[src/rtl/bm_send_pkg.sv]
package bm_send_pkg;

  typedef enum logic [3:0] {
    S0 = 4'd0, S1 = 4'd1, S2 = 4'd2, S3 = 4'd3, S4 = 4'd4, S5 = 4'd5,
    S6 = 4'd6, S7 = 4'd7, S8 = 4'd8, S9 = 4'd9, S10 = 4'd10
  } bm_state_e;

  typedef struct packed {
    logic req_send;
    logic treq;
    logic rd_iq;
    logic adbld_out;
    logic ack_pkt;
  } bm_in_t;

  typedef struct packed {
    logic tack;
    logic peack;
    logic adbld;
  } bm_out_t;

  localparam int unsigned IN_W  = $bits(bm_in_t);
  localparam int unsigned OUT_W = $bits(bm_out_t);

endpackage

[src/rtl/bm_sync.sv]
module bm_sync #(
  parameter int unsigned WIDTH  = 1,
  parameter int unsigned STAGES = 2
) (
  input  logic             clk_i,
  input  logic             rst_ni,
  input  logic [WIDTH-1:0] d_i,
  output logic [WIDTH-1:0] q_o
);

  logic [WIDTH-1:0] stage_q [STAGES];

  for (genvar g = 0; g < STAGES; g++) begin : g_stage
    if (g == 0) begin : g_first
      always_ff @(posedge clk_i or negedge rst_ni) begin
        if (!rst_ni) stage_q[g] <= '0;
        else         stage_q[g] <= d_i;
      end
    end else begin : g_next
      always_ff @(posedge clk_i or negedge rst_ni) begin
        if (!rst_ni) stage_q[g] <= '0;
        else         stage_q[g] <= stage_q[g-1];
      end
    end
  end

  assign q_o = stage_q[STAGES-1];

endmodule

[src/rtl/bm_arc_logic.sv]
module bm_arc_logic
  import bm_send_pkg::*;
(
  input  bm_state_e state_i,
  input  bm_in_t    in_i,
  input  bm_out_t   out_i,
  output bm_state_e state_o,
  output bm_out_t   out_o
);

  always_comb begin
    state_o = state_i;
    out_o   = out_i;
    case (state_i)
      S0: if (in_i.req_send && in_i.treq && in_i.rd_iq) begin
        state_o = S1; out_o.adbld = 1'b1;
      end
      S1: if (in_i.adbld_out) begin
        state_o = S2; out_o.peack = 1'b1;
      end
      S2: if (!in_i.rd_iq) begin
        state_o = S3; out_o.peack = 1'b0; out_o.adbld = 1'b0; out_o.tack = 1'b1;
      end
      S3: if (!in_i.treq && !in_i.adbld_out) begin
        if (in_i.rd_iq) begin
          state_o = S4; out_o.adbld = 1'b1;
        end else if (in_i.ack_pkt) begin
          state_o = S8; out_o.peack = 1'b1;
        end
      end
      S4: if (in_i.adbld_out) begin
        state_o = S5; out_o.peack = 1'b1;
      end
      S5: if (!in_i.rd_iq) begin
        state_o = S6; out_o = '0;
      end
      S6: if (in_i.treq && !in_i.adbld_out) begin
        if (in_i.rd_iq) begin
          state_o = S1; out_o.adbld = 1'b1;
        end else if (in_i.ack_pkt) begin
          state_o = S7; out_o.peack = 1'b1; out_o.tack = 1'b1;
        end
      end
      S7: if (!in_i.ack_pkt && !in_i.treq) begin
        state_o = S9; out_o.peack = 1'b0; out_o.tack = 1'b0;
      end
      S8: if (!in_i.ack_pkt) begin
        state_o = S9; out_o.peack = 1'b0; out_o.tack = 1'b0;
      end
      S9: begin
        // treq arc has priority over the return to idle
        if (in_i.treq) begin
          state_o = S10; out_o.tack = 1'b1;
        end else if (!in_i.req_send) begin
          state_o = S0;
        end
      end
      S10: if (!in_i.treq) begin
        state_o = S9; out_o.tack = 1'b0;
      end
      default: begin
        state_o = S0; out_o = '0;
      end
    endcase
  end

endmodule

[src/rtl/bm_send_ctrl.sv]
module bm_send_ctrl
  import bm_send_pkg::*;
#(
  parameter int unsigned SYNC_STAGES = 2
) (
  input  logic clk_i,
  input  logic rst_ni,
  input  logic req_send_i,
  input  logic treq_i,
  input  logic rd_iq_i,
  input  logic adbld_out_i,
  input  logic ack_pkt_i,
  output logic tack_o,
  output logic peack_o,
  output logic adbld_o,
  output logic protocol_error_o
);

  bm_in_t    in_raw, in_s;
  bm_state_e state_q, state_d;
  bm_out_t   out_q, out_d;
  logic      err_q, mutex_hit;

  assign in_raw = '{req_send: req_send_i, treq: treq_i, rd_iq: rd_iq_i,
                    adbld_out: adbld_out_i, ack_pkt: ack_pkt_i};

  bm_sync #(.WIDTH(IN_W), .STAGES(SYNC_STAGES)) i_sync (
    .clk_i (clk_i),
    .rst_ni(rst_ni),
    .d_i   (in_raw),
    .q_o   (in_s)
  );

  bm_arc_logic i_arc (
    .state_i(state_q),
    .in_i   (in_s),
    .out_i  (out_q),
    .state_o(state_d),
    .out_o  (out_d)
  );

  assign mutex_hit = in_s.rd_iq && in_s.ack_pkt;

  always_ff @(posedge clk_i or negedge rst_ni) begin
    if (!rst_ni) begin
      state_q <= S0;
      out_q   <= '0;
      err_q   <= 1'b0;
    end else if (err_q || mutex_hit) begin
      err_q <= 1'b1;
    end else begin
      state_q <= state_d;
      out_q   <= out_d;
    end
  end

  assign tack_o           = out_q.tack;
  assign peack_o          = out_q.peack;
  assign adbld_o          = out_q.adbld;
  assign protocol_error_o = err_q;

endmodule

[config.mk]
export PLATFORM = sky130hd
export DESIGN_NAME = bm_send_ctrl
export DESIGN_NICKNAME = d
export VERILOG_FILES = /design/src/rtl/bm_send_pkg.sv /design/src/rtl/bm_sync.sv /design/src/rtl/bm_arc_logic.sv /design/src/rtl/bm_send_ctrl.sv
export SDC_FILE = /design/constraint.sdc
export NUM_CORES = 1
export LEC_CHECK = 0
export BUFFER_PORTS_ARGS = -buffer_cell sky130_fd_sc_hd__buf_2
export CELL_PAD_IN_SITES_DETAIL_PLACEMENT = 1
export CELL_PAD_IN_SITES_GLOBAL_PLACEMENT = 2
export CORE_ASPECT_RATIO = 1.75
export CORE_MARGIN = 2
export CORE_UTILIZATION = 33
export CTS_CLUSTER_SIZE = 10
export DETAILED_ROUTE_END_ITERATION = 8
export PLACE_DENSITY = 0.76
export SLEW_MARGIN = 10
export SYNTH_ARGS = -nofsm -noshare
export SYNTH_HDL_FRONTEND = slang
export SYNTH_SLANG_ARGS = --single-unit
[constraint.sdc]
create_clock -name clk_i -period 1.9 [get_ports clk_i]
set_input_delay 0.285 -clock clk_i [delete_from_list [all_inputs] [get_ports clk_i]]
set_output_delay 0.285 -clock clk_i [all_outputs]
set_load 0.005 [all_outputs]
==> results of run 1 <==
[stage by stage]
step / instance area (µm²) / total power (µW)
CTS: 1498 / 1506
global route: 1563 / 1651
floorplan: 1134 / 882.0
detailed placement: 1410 / 1200
finish: 1563 / 1531
global placement: 1410 / 1168
[cell usage after synthesis, types with 2 or more instances]
master	instances	area (µm²)
mux2_2	2	22.52
o21ai_0	5	25.02
buf_6	2	22.52
nor3_1	3	15.01
nor2_1	10	37.54
a22o_1	2	17.52
nor2b_1	7	43.79
mux2_1	3	33.78
nand2b_1	4	25.02
dfrtp_1	18	450.4
buf_4	2	15.01
clkbuf_1	2	7.510
a32oi_1	3	26.28
nand3b_1	2	15.01
o31ai_1	2	15.01
a21oi_1	9	45.04
inv_1	3	11.26
nand2_1	6	22.52
buf_2	3	15.01
a31oi_1	2	12.51
o211ai_1	4	30.03
[critical path: cells and delay by family, from the launching register on]
kind / cells / cell delay (ns)
AND/OR/NAND/NOR: 1 / 0.34
multiplexers: 1 / 0.37
AO/OA/AOI/OAI: 2 / 0.62
flip-flops: 1 / 0.47
[what timing repair did]
item / 4_1_cts / 5_1_grt
setup buffers: 4 / 3
setup endpoints to repair: 5 / 6
endpoints found under the hold margin: 18 / 0
gates cloned: 0 / 0
hold buffers: 1 / 0
gates resized for setup: 5 / 12
pin swaps: 3 / 2
[sequential cells by signal, indices dropped and copies added (netlist names)]
| register | flops |
|---|---|
| adbld_o | 1 |
| i_sync.q_o | 5 |
| i_sync.stage_q | 5 |
| peack_o | 1 |
| protocol_error_o | 1 |
| state_q | 4 |
| tack_o | 1 |
[routing by layer]
| layer | share of wire | wire (µm) | GRT usage | vias up |
|---|---|---|---|---|
| li1 | - | - | - | 521 |
| met1 | 0.37 | 1306 | 0.1904 | 530 |
| met2 | 0.58 | 2060 | 0.3806 | 15 |
| met3 | 0.013 | 45 | 0.01273 | 9 |
| met4 | 0.034 | 121 | 0.1400 | 0 |
| met5 | 0 | 0 | 0 | - |
[final cells by class]
| class | count | area, µm² | share of cell area |
|---|---|---|---|
| flip-flops and latches | 18 | 457.9 | 0.2930 |
| inverters | 4 | 15.01 | 0.009608 |
| multi-input cells | 88 | 645.6 | 0.4131 |
| clock buffers | 3 | 41.29 | 0.02642 |
| repair buffers | 47 | 346.6 | 0.2218 |
| well taps | 45 | 56.30 | 0.03603 |
[power breakdown]
group	total [µW]	internal [µW]	switching (µW)
combinational	781	400	381
clock	257	141	116
sequential	493	427	66.7
total	1530	968	564
[kinds of logic after synthesis]
| kind of cell | share of synthesized area |
|---|---|
| DFF | 0.3973 |
| buffers and inverters | 0.06621 |
| xor gates and xnor gates | 0.01546 |
| AOI/OAI and AO/OA | 0.2450 |
| and+or+nand+nor | 0.2174 |
| muxes | 0.05850 |
[worst min-delay path by stage]
stage,start,endpoint,slack (ns),cells past startpoint
floorplan,rst_ni,adbld_o$_DFFE_PN0P_,-0.01,0
global placement,rst_ni,i_sync.stage_q[7]$_DFF_PN0_,0.23,1
detailed placement,rst_ni,i_sync.stage_q[7]$_DFF_PN0_,0.24,1
CTS,ack_pkt_i,i_sync.stage_q[5]$_DFF_PN0_,0.13,1
global route,treq_i,i_sync.stage_q[8]$_DFF_PN0_,0.12,1
finish,ack_pkt_i,i_sync.stage_q[5]$_DFF_PN0_,0.14,1
==> results.sh, run 1 <==
export IMPL_path_cells="or2_2 -> a31o_2 -> a211oi_4 -> mux2_1"
export IMPL_ys_ff_latch=18
export IMPL_fin_hold_ws_ns=0.1350
export IMPL_cts_tree="done"
export IMPL_r2r_cells=4
export IMPL_final_common_cell="buf_4"
export IMPL_max_freq_ghz=0.5205
export IMPL_r2r_start="i_sync.q_o[3]$_DFF_PN0_"
export IMPL_grt_pass1_wl_um=5692
export IMPL_cp_arrival_ns=2.05
export IMPL_critical_path_endpoint="state_q[2]$_DFFE_PN0P_"
export IMPL_worstSkewPairLatency_ns=0.25
export IMPL_vias_per_cell=5.244
export IMPL_ys_types=46
export IMPL_final_util=0.4695
export IMPL_hold_path_class="in2reg"
export IMPL_die_x_um=48.31
export IMPL_ioPinCount=11
export IMPL_drtPass1Iterations=3
export IMPL_status="finished with violations"
export IMPL_die_h_um=81.53
export IMPL_cp_startpoint="i_sync.q_o[3]$_DFF_PN0_"
export IMPL_cts_inserted_buffers=3
export IMPL_syn2layout_area_growth_pct=37.86
export IMPL_power_density_nw_per_um2=979.9
export IMPL_cts_htree_levels=1
export IMPL_seq_area_frac_synth=0.3974
export IMPL_final_cells=205
export IMPL_track_usage=0.1934
export IMPL_clkTransAtPathRegs_ns=0.06
export IMPL_max_slew_margin=0.6962
export IMPL_initial_core_util=0.3406
export IMPL_nFillCells=398
export IMPL_grt_ovfl_total=0
export IMPL_cts_sinks=18
export IMPL_route_detailed_drc=0
export IMPL_synth_area_per_cell_um2=9.526
export IMPL_drv_cap=0
export IMPL_fin_nets=169
export IMPL_rows=28
export IMPL_antenna_found_initial=0
export IMPL_gp_congestion=0.8169
export IMPL_tightest_slew_ns=0.4545
export IMPL_syn_inst=119
export IMPL_slowest_stage="dfrtp_1"
export IMPL_grt_pass1_vias=1214
export IMPL_final_cell_mix="buf_4, dfrtp_1, nor2_1, buf_2, a21oi_1"
export IMPL_netlist_area_um2=1134
export IMPL_synth_warnings=0
export IMPL_setup_viol=1
export IMPL_critPathLaunchType="flop"
export IMPL_core_area_um2=3328
export IMPL_path_class="reg2reg"
export IMPL_leakage_uw=0.0006794
export IMPL_crit_path_end_kind="flop"
export IMPL_drive_gt1_frac=0.4500
export IMPL_fin_skew_ns=0.002814
export IMPL_failed_checks="setup timing"
export IMPL_clockRootBuffer="clkbuf_8"
export IMPL_n_antenna_cell=0
export IMPL_dp_cells=194
export IMPL_max_stage_delay_ns=0.47
export IMPL_port_buffer_count=10
export IMPL_finalHoldViolCount=0
export IMPL_synth_async_reset_ratio=1.000
export IMPL_dp_slack_ns=-0.07571
export IMPL_drtAntennaViolNets=0
export IMPL_via_count=1075
export IMPL_grt_max_degree=19
export IMPL_timing_rr_end="state_q[2]$_DFFE_PN0P_"
export IMPL_worst_ir_drop_vdd_mv=0.6241
export IMPL_crit_fanout=7
export IMPL_ys_flop_type="dfrtp_1"
export IMPL_wl_um=3533
export IMPL_dp_hpwl_um=2665
export IMPL_fin_ws_ns=-0.02118
export IMPL_rsz0062_at_grt="yes"
export IMPL_finalCritPeriodShare=1.011
export IMPL_slew_viol_final=0
export IMPL_dieArea_um2=3938
export IMPL_synth_edf_count=0
export IMPL_clock_path_buffers=2
export IMPL_crit_required_ns=2.03
export IMPL_drt_iter0_drc=31
export IMPL_setup_tns_ns=-0.02118
export IMPL_avgRoutedWirePerCell_um=17.23
export IMPL_post_route_min_period_ns=1.921
export IMPL_synth_nets=126
export IMPL_reg2reg_slack_ns=-0.02
(Power assumes the default switching activity.)
==> run 2: changes to the inputs <==
--- a/config.mk
+++ b/config.mk
@@ -11,7 +11,7 @@
 export CORE_ASPECT_RATIO = 1.75
-export CORE_MARGIN = 2
-export CORE_UTILIZATION = 33
+export CORE_MARGIN = 5
+export CORE_UTILIZATION = 32
 export CTS_CLUSTER_SIZE = 10
 export DETAILED_ROUTE_END_ITERATION = 8
-export PLACE_DENSITY = 0.76
+export PLACE_DENSITY = 0.75
 export SLEW_MARGIN = 10
@@ -19,2 +19,3 @@
 export SYNTH_HDL_FRONTEND = slang
+export SYNTH_HIERARCHICAL = 1
 export SYNTH_SLANG_ARGS = --single-unit
==> constraint.sdc (replaced) <==
create_clock -name clk_i -period 1.9 [get_ports clk_i]
set_input_delay 0.19 -clock clk_i [delete_from_list [all_inputs] [get_ports clk_i]]
set_output_delay 0.19 -clock clk_i [all_outputs]
set_load 0.005 [all_outputs]
==> results.sh, run 2 <==
export IMPL_cp_arrival_ns=1.89
export IMPL_synth_area_per_cell_um2=9.233
export IMPL_die_h_um=89.13
export IMPL_path_delay_family="compound AO/OA/AOI/OAI gates"
export IMPL_met1_usage=0.1374
export IMPL_ys_ff_latch=18
export IMPL_p_int_uw=792.9
export IMPL_power_density_nw_per_um2=898.2
export IMPL_ioPinCount=11
export IMPL_finalPower_uw=1176
export IMPL_finalHoldViolCount=0
export IMPL_final_util=0.3812
export IMPL_cts_htree_levels=1
export IMPL_drive_gt1_frac=0.2794
export IMPL_slowest_stage="dfrtp_1"
export IMPL_ys_types=40
export IMPL_grt_max_degree=19
export IMPL_avgRoutedWirePerCell_um=17.33
export IMPL_via_count=992
export IMPL_ys_flop_type="dfrtp_1"
export IMPL_max_freq_ghz=0.5708
export IMPL_grt_pass1_vias=1095
export IMPL_clkTransAtPathRegs_ns=0.06
export IMPL_sw_frac_of_total=0.3255
export IMPL_rsz0062_at_grt="no"
export IMPL_fin_nets=144
export IMPL_clkPwrFrac=0.254
export IMPL_cts_tree="done"
export IMPL_setup_tns_ns=0
export IMPL_grt_ovfl_total=0
export IMPL_path_class="reg2reg"
export IMPL_synth_area_top_cells="dfrtp_1, mux2_2, buf_4, a21oi_1, nor2_1"
export IMPL_worst_ir_drop_vdd_mv=0.5997
export IMPL_drtAntennaViolNets=0
export IMPL_p_switching_uw=382.6
export IMPL_slew_viol_final=0
export IMPL_cts_sinks=18
export IMPL_max_slew_margin=0.7251
export IMPL_crit_fanout=7
export IMPL_syn2layout_area_growth_pct=14.32
export IMPL_synth_nets=131
export IMPL_clock_path_buffers=2
export IMPL_synth_async_reset_ratio=1.000
export IMPL_netlist_area_leader_share=0.3934
export IMPL_yosys_area_share_adder=0
export IMPL_multiInputGateArea_um2=584.3
export IMPL_critPathLaunchType="flop"
export IMPL_drv_cap=0
export IMPL_track_usage=0.1380
export IMPL_core_area_um2=3433
export IMPL_synth_top_area_cell="dfrtp_1"
export IMPL_setup_viol=0
export IMPL_drtPass1Iterations=4
export IMPL_initial_core_util=0.3335
export IMPL_crit_path_end_kind="flop"
export IMPL_n_antenna_cell=0
export IMPL_final_common_cell="dfrtp_1"
export IMPL_leakage_uw=0.0005345
export IMPL_drt_iter0_drc=23
export IMPL_dp_hpwl_um=2569
export IMPL_syn_inst=124
export IMPL_seq_area_frac_synth=0.3934
export IMPL_gp_congestion=0.8849
export IMPL_cts_setup_buffers=0
export IMPL_path_cells="or2_2 -> o21a_1 -> a311oi_1 -> nand4_1 -> mux2_2"
export IMPL_nFillCells=425
export IMPL_grt_pass1_wl_um=5271
export IMPL_grt_busiest_layer="met2"
export IMPL_hold_path_class="in2reg"
export IMPL_dieArea_um2=4921
export IMPL_antenna_found_initial=0
export IMPL_cts_inserted_buffers=3
export IMPL_synth_xor_area_frac=0.007650
export IMPL_tightest_slew_ns=0.4109
export IMPL_route_detailed_drc=0
export IMPL_netlist_area_um2=1145
export IMPL_fin_skew_ns=0.001313
export IMPL_worstSkewPairLatency_ns=0.25
export IMPL_finalCritPeriodShare=0.9221
export IMPL_seqCellArea_um2=451.7
export IMPL_synth_top_family_by_area="compound AO/OA/AOI/OAI gates"
export IMPL_synth_compound_area_frac=0.2273
export IMPL_clockRootBuffer="clkbuf_8"
export IMPL_use_met3=0.01156
export IMPL_status="finished clean"
export IMPL_port_buffer_count=10
export IMPL_seq_power_share=0.432
export IMPL_critPathBufInv=0
export IMPL_use_met2=0.2662
export IMPL_final_cell_mix="dfrtp_1, nor2_1, buf_4, buf_2, nand2_1"
export IMPL_combPwrFrac=0.314
export IMPL_post_route_min_period_ns=1.752
export IMPL_max_stage_delay_ns=0.46
export IMPL_synthTopCellsByCount="dfrtp_1, nor2_1, nand2_1, a21oi_1"
export IMPL_synthMuxAreaShare=0.06885
export IMPL_vias_per_cell=5.481
export IMPL_rows=28
export IMPL_die_x_um=55.22
export IMPL_wl_um=3137
export IMPL_synth_edf_count=0
export IMPL_synth_simple_gate_area_frac=0.2066
export IMPL_synth_warnings=6
export IMPL_crit_required_ns=2.03
export IMPL_synth_most_common_cell="dfrtp_1"
-- run 2: what timing repair did --
action	4_1_cts	5_1_grt
hold buffers	1	0
endpoints found under the setup margin	0	1
resized for setup	0	1
endpoints found under the hold margin	18	0
-- run 2: kinds of logic (layout without fill, tap and decap cells) --
family / after synthesis / count (layout)
compound gates: 35 / 35
xor+xnor: 1 / 1
buf+inv: 20 / 32
flops: 18 / 18
mux: 7 / 7
simple gates: 43 / 43
-- run 2: final timing paths --
| kind | to | slack, ns | startpoint | cells after the start |
|---|---|---|---|---|
| max | state_q[0]$_DFFE_PN0N_ | 0.15 | i_sync/q_o[1]$_DFF_PN0_ | 5 |
| min | i_sync/stage_q[8]$_DFF_PN0_ | 0.05 | treq_i | 1 |
| max reg2reg | state_q[0]$_DFFE_PN0N_ | 0.15 | i_sync/q_o[1]$_DFF_PN0_ | 5 |
| min reg2reg | i_sync/q_o[1]$_DFF_PN0_ | 0.35 | i_sync/stage_q[6]$_DFF_PN0_ | 0 |
| max in group asynchronous | state_q[1]$_DFFE_PN0N_ | 1.21 | rst_ni | 2 |
| min in group asynchronous | tack_o$_DFFE_PN0N_ | 0.39 | rst_ni | 2 |
-- run 2: cell type report --
cell class,count,share of cell area
clock buffers,4,0.04206
inverters,7,0.02008
multi-input cells,86,0.4465
flip-flops and latches,18,0.3451
well taps,45,0.04302
repair buffers,21,0.1033
-- run 2: metrics by stage --
step,hold WS (ns),area (µm²),std cells,setup slack [ns]
final,0.04656,1309,181,0.1480
after global routing,0.03408,1309,181,0.006450
after CTS,0.03820,1308,181,0.1329
after detailed placement,0.1358,1242,176,0.1529
after global placement,0.1292,1242,176,0.1657
after floorplan,-0.1056,1145,124,0.2573
-- run 2: power groups by stage --
stage,clock network [µW],logic [µW],registers (µW)
global placement,0,367,510
floorplan,0,297,464
global route,338,410,516
CTS,313,372,505
detailed placement,0,369,512
finish,299,369,507
-- run 2: routing by layer --
layer | part of all wire | routed length (µm)
met1 | 0.37 | 1150
met3 | 0.019 | 59
met2 | 0.57 | 1784
met4 | 0.046 | 144
met5 | 0 | 0
